**src/rtl/io_deframer_pkg.sv**
```systemverilog
package io_deframer_pkg;

  localparam int CFG_BYTES = 8;
  localparam int AUX_BYTES = 4;
  localparam int AUX_W     = 8 * AUX_BYTES;

  typedef struct packed {
    logic             out_dir;
    logic             parallel;
    logic [AUX_W-1:0] aux;
  } line_cfg_t;

  function automatic logic [7:0] clamp_len(input logic [7:0] raw, input logic [7:0] cap);
    return (raw > cap) ? cap : raw;
  endfunction

  function automatic logic in_window(input logic [7:0] pos, input logic [7:0] cnt);
    return (pos >= 8'd2) && ((pos - 8'd2) < cnt);
  endfunction

  function automatic logic is_final(input logic [7:0] pos, input logic [7:0] cnt);
    return (cnt != 8'd0) && (pos == (cnt + 8'd1));
  endfunction

  function automatic logic line_ok(input logic [7:0] line, input int nlines);
    return int'(line) < nlines;
  endfunction

endpackage

```
**src/rtl/iodf_cfg_table.sv**
```systemverilog
module iodf_cfg_table
  import io_deframer_pkg::*;
#(
  parameter int         NUM_LINES = 16,
  parameter logic [7:0] CFG_ID    = 8'hC5
) (
  input  logic      clk,
  input  logic      rst_n,
  input  logic      cfg_valid,
  input  logic      cfg_sop,
  input  logic [7:0] cfg_byte,
  input  logic [7:0] rd_line,
  output line_cfg_t rd_entry,
  output logic      commit
);
  localparam int LINE_W = (NUM_LINES > 1) ? $clog2(NUM_LINES) : 1;
  localparam int CIDX_W = $clog2(CFG_BYTES);
  localparam logic [CIDX_W-1:0] LAST_C = CIDX_W'(CFG_BYTES - 1);
  localparam int LO_W = AUX_W - 8;

  logic              c_act;
  logic [CIDX_W-1:0] cidx;
  logic [7:0]        id_q, pin_q, dir_q, par_q;
  logic [LO_W-1:0]   aux_lo;
  line_cfg_t         new_entry;
  line_cfg_t         rows_rd [NUM_LINES];

  always_ff @(posedge clk or negedge rst_n) begin
    if (!rst_n) begin
      c_act  <= 1'b0;
      cidx   <= '0;
      id_q   <= '0;
      pin_q  <= '0;
      dir_q  <= '0;
      par_q  <= '0;
      aux_lo <= '0;
    end else if (cfg_valid) begin
      if (cfg_sop) begin
        c_act <= 1'b1;
        cidx  <= CIDX_W'(1);
        id_q  <= cfg_byte;
      end else if (c_act) begin
        case (int'(cidx))
          1:       pin_q <= cfg_byte;
          2:       dir_q <= cfg_byte;
          3:       par_q <= cfg_byte;
          default: if (cidx != LAST_C) aux_lo[8*(int'(cidx)-4) +: 8] <= cfg_byte;
        endcase
        cidx <= cidx + 1'b1;
        if (cidx == LAST_C) c_act <= 1'b0;
      end
    end
  end

  assign commit = cfg_valid && !cfg_sop && c_act && (cidx == LAST_C) &&
                  (id_q == CFG_ID) && line_ok(pin_q, NUM_LINES);

  always_comb begin
    new_entry.out_dir  = (dir_q != 8'd0);
    new_entry.parallel = (par_q != 8'd0);
    new_entry.aux      = {cfg_byte, aux_lo};
  end

  for (genvar g = 0; g < NUM_LINES; g++) begin : g_row
    line_cfg_t row_q;
    always_ff @(posedge clk or negedge rst_n) begin
      if (!rst_n)                             row_q <= '0;
      else if (commit && int'(pin_q) == g)    row_q <= new_entry;
    end
    assign rows_rd[g] = row_q;
  end

  always_comb begin
    if (!line_ok(rd_line, NUM_LINES))            rd_entry = '0;
    else if (commit && (pin_q == rd_line))       rd_entry = new_entry;
    else                                         rd_entry = rows_rd[rd_line[LINE_W-1:0]];
  end

endmodule

```
**src/rtl/iodf_parser.sv**
```systemverilog
module iodf_parser
  import io_deframer_pkg::*;
#(
  parameter int PKT_BYTES = 64,
  parameter int NUM_LINES = 16
) (
  input  logic             clk,
  input  logic             rst_n,
  input  logic             pkt_valid,
  input  logic             pkt_sop,
  input  logic [7:0]       pkt_byte,
  input  logic             slot_free,
  output logic [7:0]       rd_line,
  input  line_cfg_t        rd_entry,
  output logic             fwd_fire,
  output logic [7:0]       fwd_data,
  output logic [7:0]       fwd_line,
  output logic             fwd_last,
  output logic             fwd_par,
  output logic [AUX_W-1:0] fwd_aux,
  output logic             hdr_event,
  output logic             reject_o,
  output logic             len_err_o
);
  localparam int IDX_W = $clog2(PKT_BYTES);
  localparam logic [IDX_W-1:0] LAST_IDX = IDX_W'(PKT_BYTES - 1);
  localparam logic [7:0] MAX_PAY = 8'(PKT_BYTES - 2);

  logic             in_pkt, keep_q, par_q;
  logic [IDX_W-1:0] idx;
  logic [7:0]       line_q, cnt_q, pos;
  logic [AUX_W-1:0] aux_q;
  logic             accept, body, hdr_ok;

  assign accept    = pkt_valid && slot_free;
  assign body      = accept && !pkt_sop && in_pkt;
  assign pos       = 8'(idx);
  assign rd_line   = line_q;
  assign hdr_event = body && (idx == IDX_W'(1));
  assign hdr_ok    = line_ok(line_q, NUM_LINES) && rd_entry.out_dir;

  assign fwd_fire = body && keep_q && in_window(pos, cnt_q);
  assign fwd_last = is_final(pos, cnt_q);
  assign fwd_data = pkt_byte;
  assign fwd_line = line_q;
  assign fwd_par  = par_q;
  assign fwd_aux  = aux_q;

  always_ff @(posedge clk or negedge rst_n) begin
    if (!rst_n) begin
      in_pkt <= 1'b0;
      idx    <= '0;
      line_q <= '0;
      cnt_q  <= '0;
      keep_q <= 1'b0;
      par_q  <= 1'b0;
      aux_q  <= '0;
    end else if (accept) begin
      if (pkt_sop) begin
        in_pkt <= 1'b1;
        idx    <= IDX_W'(1);
        line_q <= pkt_byte;
        keep_q <= 1'b0;
      end else if (in_pkt) begin
        if (idx == IDX_W'(1)) begin
          cnt_q  <= clamp_len(pkt_byte, MAX_PAY);
          keep_q <= hdr_ok;
          par_q  <= rd_entry.parallel;
          aux_q  <= rd_entry.aux;
        end
        idx <= idx + 1'b1;
        if (idx == LAST_IDX) in_pkt <= 1'b0;
      end
    end
  end

  always_ff @(posedge clk or negedge rst_n) begin
    if (!rst_n) begin
      reject_o  <= 1'b0;
      len_err_o <= 1'b0;
    end else begin
      reject_o  <= hdr_event && !hdr_ok;
      len_err_o <= hdr_event && (pkt_byte > MAX_PAY);
    end
  end

endmodule

```
**src/rtl/iodf_out_stage.sv**
```systemverilog
module iodf_out_stage
  import io_deframer_pkg::*;
#(
  parameter int LINE_W = 4
) (
  input  logic              clk,
  input  logic              rst_n,
  input  logic              fwd_fire,
  input  logic [7:0]        fwd_data,
  input  logic [7:0]        fwd_line,
  input  logic              fwd_last,
  input  logic              fwd_par,
  input  logic [AUX_W-1:0]  fwd_aux,
  input  logic              out_ready,
  output logic              slot_free,
  output logic              out_valid,
  output logic [7:0]        out_data,
  output logic [LINE_W-1:0] out_line,
  output logic              out_last,
  output logic              out_parallel,
  output logic [AUX_W-1:0]  out_aux
);
  assign slot_free = !out_valid || out_ready;

  always_ff @(posedge clk or negedge rst_n) begin
    if (!rst_n) begin
      out_valid    <= 1'b0;
      out_data     <= '0;
      out_line     <= '0;
      out_last     <= 1'b0;
      out_parallel <= 1'b0;
      out_aux      <= '0;
    end else if (slot_free) begin
      out_valid    <= fwd_fire;
      out_data     <= fwd_data;
      out_line     <= fwd_line[LINE_W-1:0];
      out_last     <= fwd_fire && fwd_last;
      out_parallel <= fwd_par;
      out_aux      <= fwd_aux;
    end
  end

endmodule

```
**src/rtl/io_pkt_deframer.sv**
```systemverilog
module io_pkt_deframer
  import io_deframer_pkg::*;
#(
  parameter int         PKT_BYTES = 64,
  parameter int         NUM_LINES = 16,
  parameter logic [7:0] CFG_ID    = 8'hC5
) (
  input  logic                         clk,
  input  logic                         rst_n,
  input  logic                         pkt_valid,
  output logic                         pkt_ready,
  input  logic                         pkt_sop,
  input  logic [7:0]                   pkt_byte,
  input  logic                         cfg_valid,
  input  logic                         cfg_sop,
  input  logic [7:0]                   cfg_byte,
  output logic                         out_valid,
  input  logic                         out_ready,
  output logic [7:0]                   out_data,
  output logic [$clog2(NUM_LINES)-1:0] out_line,
  output logic                         out_last,
  output logic                         out_parallel,
  output logic [31:0]                  out_aux,
  output logic                         reject,
  output logic                         len_err
);
  localparam int LINE_W = $clog2(NUM_LINES);

  logic             slot_free, fwd_fire, fwd_last, fwd_par, hdr_event, cfg_commit;
  logic [7:0]       rd_line, fwd_data, fwd_line;
  logic [AUX_W-1:0] fwd_aux;
  line_cfg_t        rd_entry;

  assign pkt_ready = slot_free;

  iodf_cfg_table #(.NUM_LINES(NUM_LINES), .CFG_ID(CFG_ID)) u_table (
    .clk(clk), .rst_n(rst_n), .cfg_valid(cfg_valid), .cfg_sop(cfg_sop),
    .cfg_byte(cfg_byte), .rd_line(rd_line), .rd_entry(rd_entry), .commit(cfg_commit)
  );

  iodf_parser #(.PKT_BYTES(PKT_BYTES), .NUM_LINES(NUM_LINES)) u_parser (
    .clk(clk), .rst_n(rst_n), .pkt_valid(pkt_valid), .pkt_sop(pkt_sop),
    .pkt_byte(pkt_byte), .slot_free(slot_free), .rd_line(rd_line), .rd_entry(rd_entry),
    .fwd_fire(fwd_fire), .fwd_data(fwd_data), .fwd_line(fwd_line), .fwd_last(fwd_last),
    .fwd_par(fwd_par), .fwd_aux(fwd_aux), .hdr_event(hdr_event),
    .reject_o(reject), .len_err_o(len_err)
  );

  iodf_out_stage #(.LINE_W(LINE_W)) u_out (
    .clk(clk), .rst_n(rst_n), .fwd_fire(fwd_fire), .fwd_data(fwd_data),
    .fwd_line(fwd_line), .fwd_last(fwd_last), .fwd_par(fwd_par), .fwd_aux(fwd_aux),
    .out_ready(out_ready), .slot_free(slot_free), .out_valid(out_valid),
    .out_data(out_data), .out_line(out_line), .out_last(out_last),
    .out_parallel(out_parallel), .out_aux(out_aux)
  );

endmodule

```
**config.mk**
```make
export PLATFORM = sky130hd
export DESIGN_NAME = io_pkt_deframer
export DESIGN_NICKNAME = d
export VERILOG_FILES = /design/src/rtl/io_deframer_pkg.sv /design/src/rtl/iodf_cfg_table.sv /design/src/rtl/iodf_parser.sv /design/src/rtl/iodf_out_stage.sv /design/src/rtl/io_pkt_deframer.sv
export SDC_FILE = /design/constraint.sdc
export NUM_CORES = 1
export LEC_CHECK = 0
export CAP_MARGIN = 20
export CORE_UTILIZATION = 45
export CTS_CLUSTER_SIZE = 25
export DETAILED_ROUTE_END_ITERATION = 6
export PLACE_DENSITY = 0.6
export REMOVE_ABC_BUFFERS = 1
export SLEW_MARGIN = 10
export SYNTH_ARGS = -nofsm -noshare
export SYNTH_HDL_FRONTEND = slang
export SYNTH_HIERARCHICAL = 1
export SYNTH_SLANG_ARGS = --single-unit
```
**constraint.sdc**
```tcl
create_clock -name clk -period 5.5 [get_ports clk]
set_clock_uncertainty 0.2 [all_clocks]
set_input_delay 1.1 -clock clk [delete_from_list [all_inputs] [get_ports clk]]
set_output_delay 1.1 -clock clk [all_outputs]
set_load 0.02 [all_outputs]
```
* Word level (Yosys, flattened, before mapping)
Index checks and enable logic that the tools add are counted.
** Operators by class
- Mux-type cells :: 20
- Add/sub/neg operators :: 6
- Bitwise operators :: 4
- Equal/unequal tests :: 25
- Reduce and logical (&&, ||, !) cells :: 57
- $lt $le $gt $ge :: 6
- Shifts and indexed selects :: 2
** Operators with widths (number)
- 34-bit binary-select mux with 4-bit select :: 1
- 34-bit two-way mux :: 4
- 8-bit by 5-bit == test with 1-bit output, second input constant :: 8
- 1-bit logical AND :: 34
- 32-bit negation with 33-bit output :: 1
- 8-bit by 33-bit variable shift with 24-bit output, first input constant :: 1
- 8-bit by 33-bit variable part select with 24-bit output :: 1
- 8-bit by 4-bit == test with 1-bit output, second input constant :: 4
- 24-bit bitwise mux :: 1
- 8-bit nonzero test :: 3
- 8-bit by 3-bit == test with 1-bit output, second input constant :: 2
- 8-bit by 5-bit less-than comparator with 1-bit output, second input constant :: 2
- 4-bit AND reduction :: 4
- 6-bit two-way mux :: 2
- 1-bit two-way mux :: 9
- 8-bit by 1-bit adder with 8-bit output, second input constant :: 1
- 6-bit by 8-bit == test with 1-bit output :: 1
- 8-bit by 2-bit == test with 1-bit output, second input constant :: 1
- 8-bit == test :: 1
- 8-bit == test, second input constant :: 1
- 8-bit by 6-bit > comparator with 1-bit output, second input constant :: 1
- 8-bit zero test :: 1
- 8-bit less-than comparator :: 1
- 8-bit two-way mux :: 1
- 22 further kinds :: 34
** Word-level totals
- Bits in registers :: 710
- Bits of input ports :: 23

* Depth between registers and ports, before layout
- Word-level depth :: 13
- Gate-level depth with buffers :: 12
- Mapped depth without buffers :: 11

* Hierarchy
The synthesis kept the hierarchy.
** Modules (own cells, without submodules)
- iodf_cfg_table :: sequential area each 15114.5 um^2, instances 1, area an instance 27575.2 um^2, cells an instance 1804
- iodf_parser :: sequential area each 1476.4 um^2, instances 1, area an instance 3035.4 um^2, cells an instance 258
- iodf_out_stage :: sequential area each 1176.1 um^2, instances 1, area an instance 1839.3 um^2, cells an instance 102

* Worst setup path after synthesis
OpenSTA, ideal clock, no wires.
- Path type :: input-to-reg
- Start :: input port cfg_sop
- End :: register u_table/g_row[1].row_q[27] (netlist bit)
- Setup slack :: 2035 ps
- Arrival :: 3140 ps
- Stages :: 8
- Setup time :: 125 ps
- Path buffers :: 4
- Path through :: buf_2 > nand3b_4 > or3_1 > buf_6 > buf_6 > nor4_4 > buf_6 > mux2_2
** Between the ends
- Longest elaborated chain between the ends :: 7
** RTL lines
- from (decl) :: line io_pkt_deframer.sv:15 : input logic cfg_sop,
- 1-bit zero test :: line iodf_cfg_table.sv:55 : assign commit = cfg_valid && !cfg_sop && c_act && (cidx == LAST_C) &&
- 1-bit logical AND (4 in a row) :: line iodf_cfg_table.sv:55
- 1-bit logical AND :: line iodf_cfg_table.sv:56 : (id_q == CFG_ID) && line_ok(pin_q, NUM_LINES);
- 1-bit logical AND :: line iodf_cfg_table.sv:68 : else if (commit && int'(pin_q) == g) row_q <= new_entry;
- to (decl) :: line iodf_cfg_table.sv:65 : line_cfg_t row_q;
No other way between the ends.
A chain may end at the register's enable or synchronous reset.

* Worst setup path after layout
- Start :: input port out_ready
- End :: output port pkt_ready
** Between the ends
- Longest elaborated chain between the ends :: 1
** RTL lines
- from (decl) :: line io_pkt_deframer.sv:18 : input logic out_ready,
- 1-bit logical OR :: line iodf_out_stage.sv:23 : assign slot_free = !out_valid || out_ready;
- to (decl) :: line io_pkt_deframer.sv:11 : output logic pkt_ready,
No other way between the ends.

==> run_results.csv <==
group,metric,value,unit
worst_setup_path,r2r-end,"u_table/g_row[5].row_q[1]",
sta,setup_viol,0,
sta,finalSetupTns,0,ns
floorplan,die-area,0.0732,mm2
placed_design,gp_congestion,0.800,
worst_setup_path,endpoint_kind,"output pin",
global_routing,grt_pass1_vias,20000,
detailed_routing,dr.pass1.iters,5,
global_routing,grt_usage,22.4,%
worst_setup_path,cp-startpoint,"out_ready",
worst_setup_path,path_class,"in -> out",
hold_path,min_from,"u_table/g_row[14].row_q[30]",
cts,clk_pin_slew,0.06,ns
cells_and_area,layout.nets,2245,
power,total_power,12.3,mW
job,max_cap_violations,0,
placed_design,numPortBuffers,72,
cts,cts_buffers,78,
synth,netlist_area,0.0324,mm2
worst_setup_path,crit_fanout,27,
sta,worstMarginPinSlew,1.06,ns
floorplan,core-area,0.0714,mm2
cts,cts_resized,0,
cells_and_area,final_cells,3206,
global_routing,grt-ovfl-total,0,
cts,ctsLongestPathBuffers,3,
cts,clockRootBuffer,"clkbuf_16",
cells_and_area,final_util,51.1,%
worst_setup_path,r2r_slack,1.76,ns
worst_setup_path,cp.depth,4,
cells_and_area,multi_input_area,0.0135,mm2
worst_setup_path,crit_buf_inv,3,
worst_setup_path,reg2reg_from,"u_table/cidx[0]",
global_routing,grt_max_degree,112,
floorplan,io_pins,73,
cts,ctsHoldBuffers,0,
floorplan,die_x,271,um
sta,relSlewSlack,29.1,%
sta,whs,0.283,ns
cells_and_area,drive_gt1_share,42.5,%
cts,cts_max_level,3,
sta,hold_viol,0,
floorplan,core.rowCount,98,
cts,post_cts.repair.setup_buffers,0,
worst_setup_path,cp.arrival,2.79,ns
cells_and_area,diodes,0,
power,cellPowerDensity,338,mW/mm2
detailed_routing,vias,18700,
hold_path,hp-class,"reg -> reg",
placed_design,dp_hpwl,47.4,mm
cells_and_area,layout_commonest_cell,"dfrtp_1",
sta,rsz0062_at_grt,"no",
worst_setup_path,ff2ff_path_depth,7,
status,outcome,"finished, final reports clean",
detailed_routing,viasPerCell,5.83,
worst_setup_path,endpoint,"pkt_ready",
cells_and_area,ff_latch_area,0.0178,mm2
worst_setup_path,worst_path_max_delay_cell,"clkdlybuf4s50_1",
detailed_routing,wire_per_inst,25.0,um
detailed_routing,drc,0,
sta,max_freq,244,MHz
floorplan,start_util,45.5,%
synth,avgSynthCellArea,15.0,um2
worst_setup_path,startpoint_type,"primary input",
detailed_routing,detail_route.iter0.violations,1269,
synth,synth_warnings,6,
worst_setup_path,max_stage_delay,0.71,ns
sta,slew_violations,0,
worst_setup_path,path_common_cell,"clkdlybuf4s50_1",
synth,syn_inst,2163,
detailed_routing,ant_nets,0,
sta,min_period,4.09,ns
floorplan,die_h,271,um
sta,min_period_over_period,74.4,%
cells_and_area,fillers,5995,
placed_design,placed_cells,3069,
cts,clkLatencyLatePin,0.63,ns
global_routing,grt_pass1_wl,125,mm
cts,cts.sinks,710,
worst_setup_path,required,4.20,ns
power,vdd_ir_drop_max,0.183,mV
cells_and_area,area_delta_synth_final,12.5,%
cts,cts_tree,"built",
worst_setup_path,path_cells,"clkdlybuf4s50_1 -> nand2b_4 -> buf_4 -> clkdlybuf4s50_1",
cells_and_area,layout_common_cells,"dfrtp_1 (708), mux2_2 (564), mux4_2 (136), clkbuf_16 (81), nand2_1 (80)",
detailed_routing,wirelength,80.2,mm
worst_setup_path,critPathTopFamily,"buffers and inverters",
power,total_leakage_power,17.3,nW
global_routing,antenna_found_initial,2,
-- registers in the layout, summed over array words and instances (netlist names), 3 cells and up --
name and flops:
u_out/out_data 8, u_table/pin_q 8, u_parser/cnt_q 8, u_table/aux_lo 24
u_parser/fwd_line 8, u_table/g_row.row_q 544, u_out/out_line 4, u_parser/fwd_aux 32
u_table/id_q 8, u_table/cidx 3, u_parser/idx 6, u_out/out_aux 32
u_table/par_q 8, u_table/dir_q 8
-- cell type report --
class | instances | area share, %
Sequential cell | 710 | 48.7
Multi-Input combinational cell | 1241 | 37.0
Clock buffer | 121 | 6.49
Timing Repair Buffer | 145 | 3.77
Tap cell | 950 | 3.26
Clock inverter | 15 | 0.511
Inverter | 24 | 0.247
-- power breakdown --
group / switching [mW] / internal, mW
Combinational: 0.948 / 0.585
Sequential: 0.233 / 5.39
Clock: 2.08 / 3.09
Total: 3.27 / 9.07
-- stage by stage --
step / setup WS [ns] / area [um2]
final: 1.41 / 36500
after global routing: 1.30 / 36500
after CTS: 1.35 / 36500
after detailed placement: 1.29 / 33900
after global placement: 1.33 / 33900
after floorplan: -1.79 / 31300
-- worst min-delay path by stage --
stage | to | slack, ns | cells after the start
floorplan | u_table/g_row[14].row_q[25] | 0.25 | 1
global placement | u_table/g_row[1].row_q[30] | 0.26 | 1
detailed placement | u_table/g_row[14].row_q[30] | 0.27 | 1
CTS | u_table/g_row[14].row_q[30] | 0.28 | 1
global route | u_table/g_row[11].row_q[21] | 0.30 | 1
finish | u_table/g_row[14].row_q[30] | 0.28 | 1
-- layer usage --
metal	GRT usage, %	vias up	routed length [um]
met1	30.6	10000	35000
li1	-	8036	-
met2	35.8	445	38600
met5	0	-	22
met4	7.94	4	2400
met3	4.30	161	4100
No activity file was read; power rests on OpenSTA's default activity.
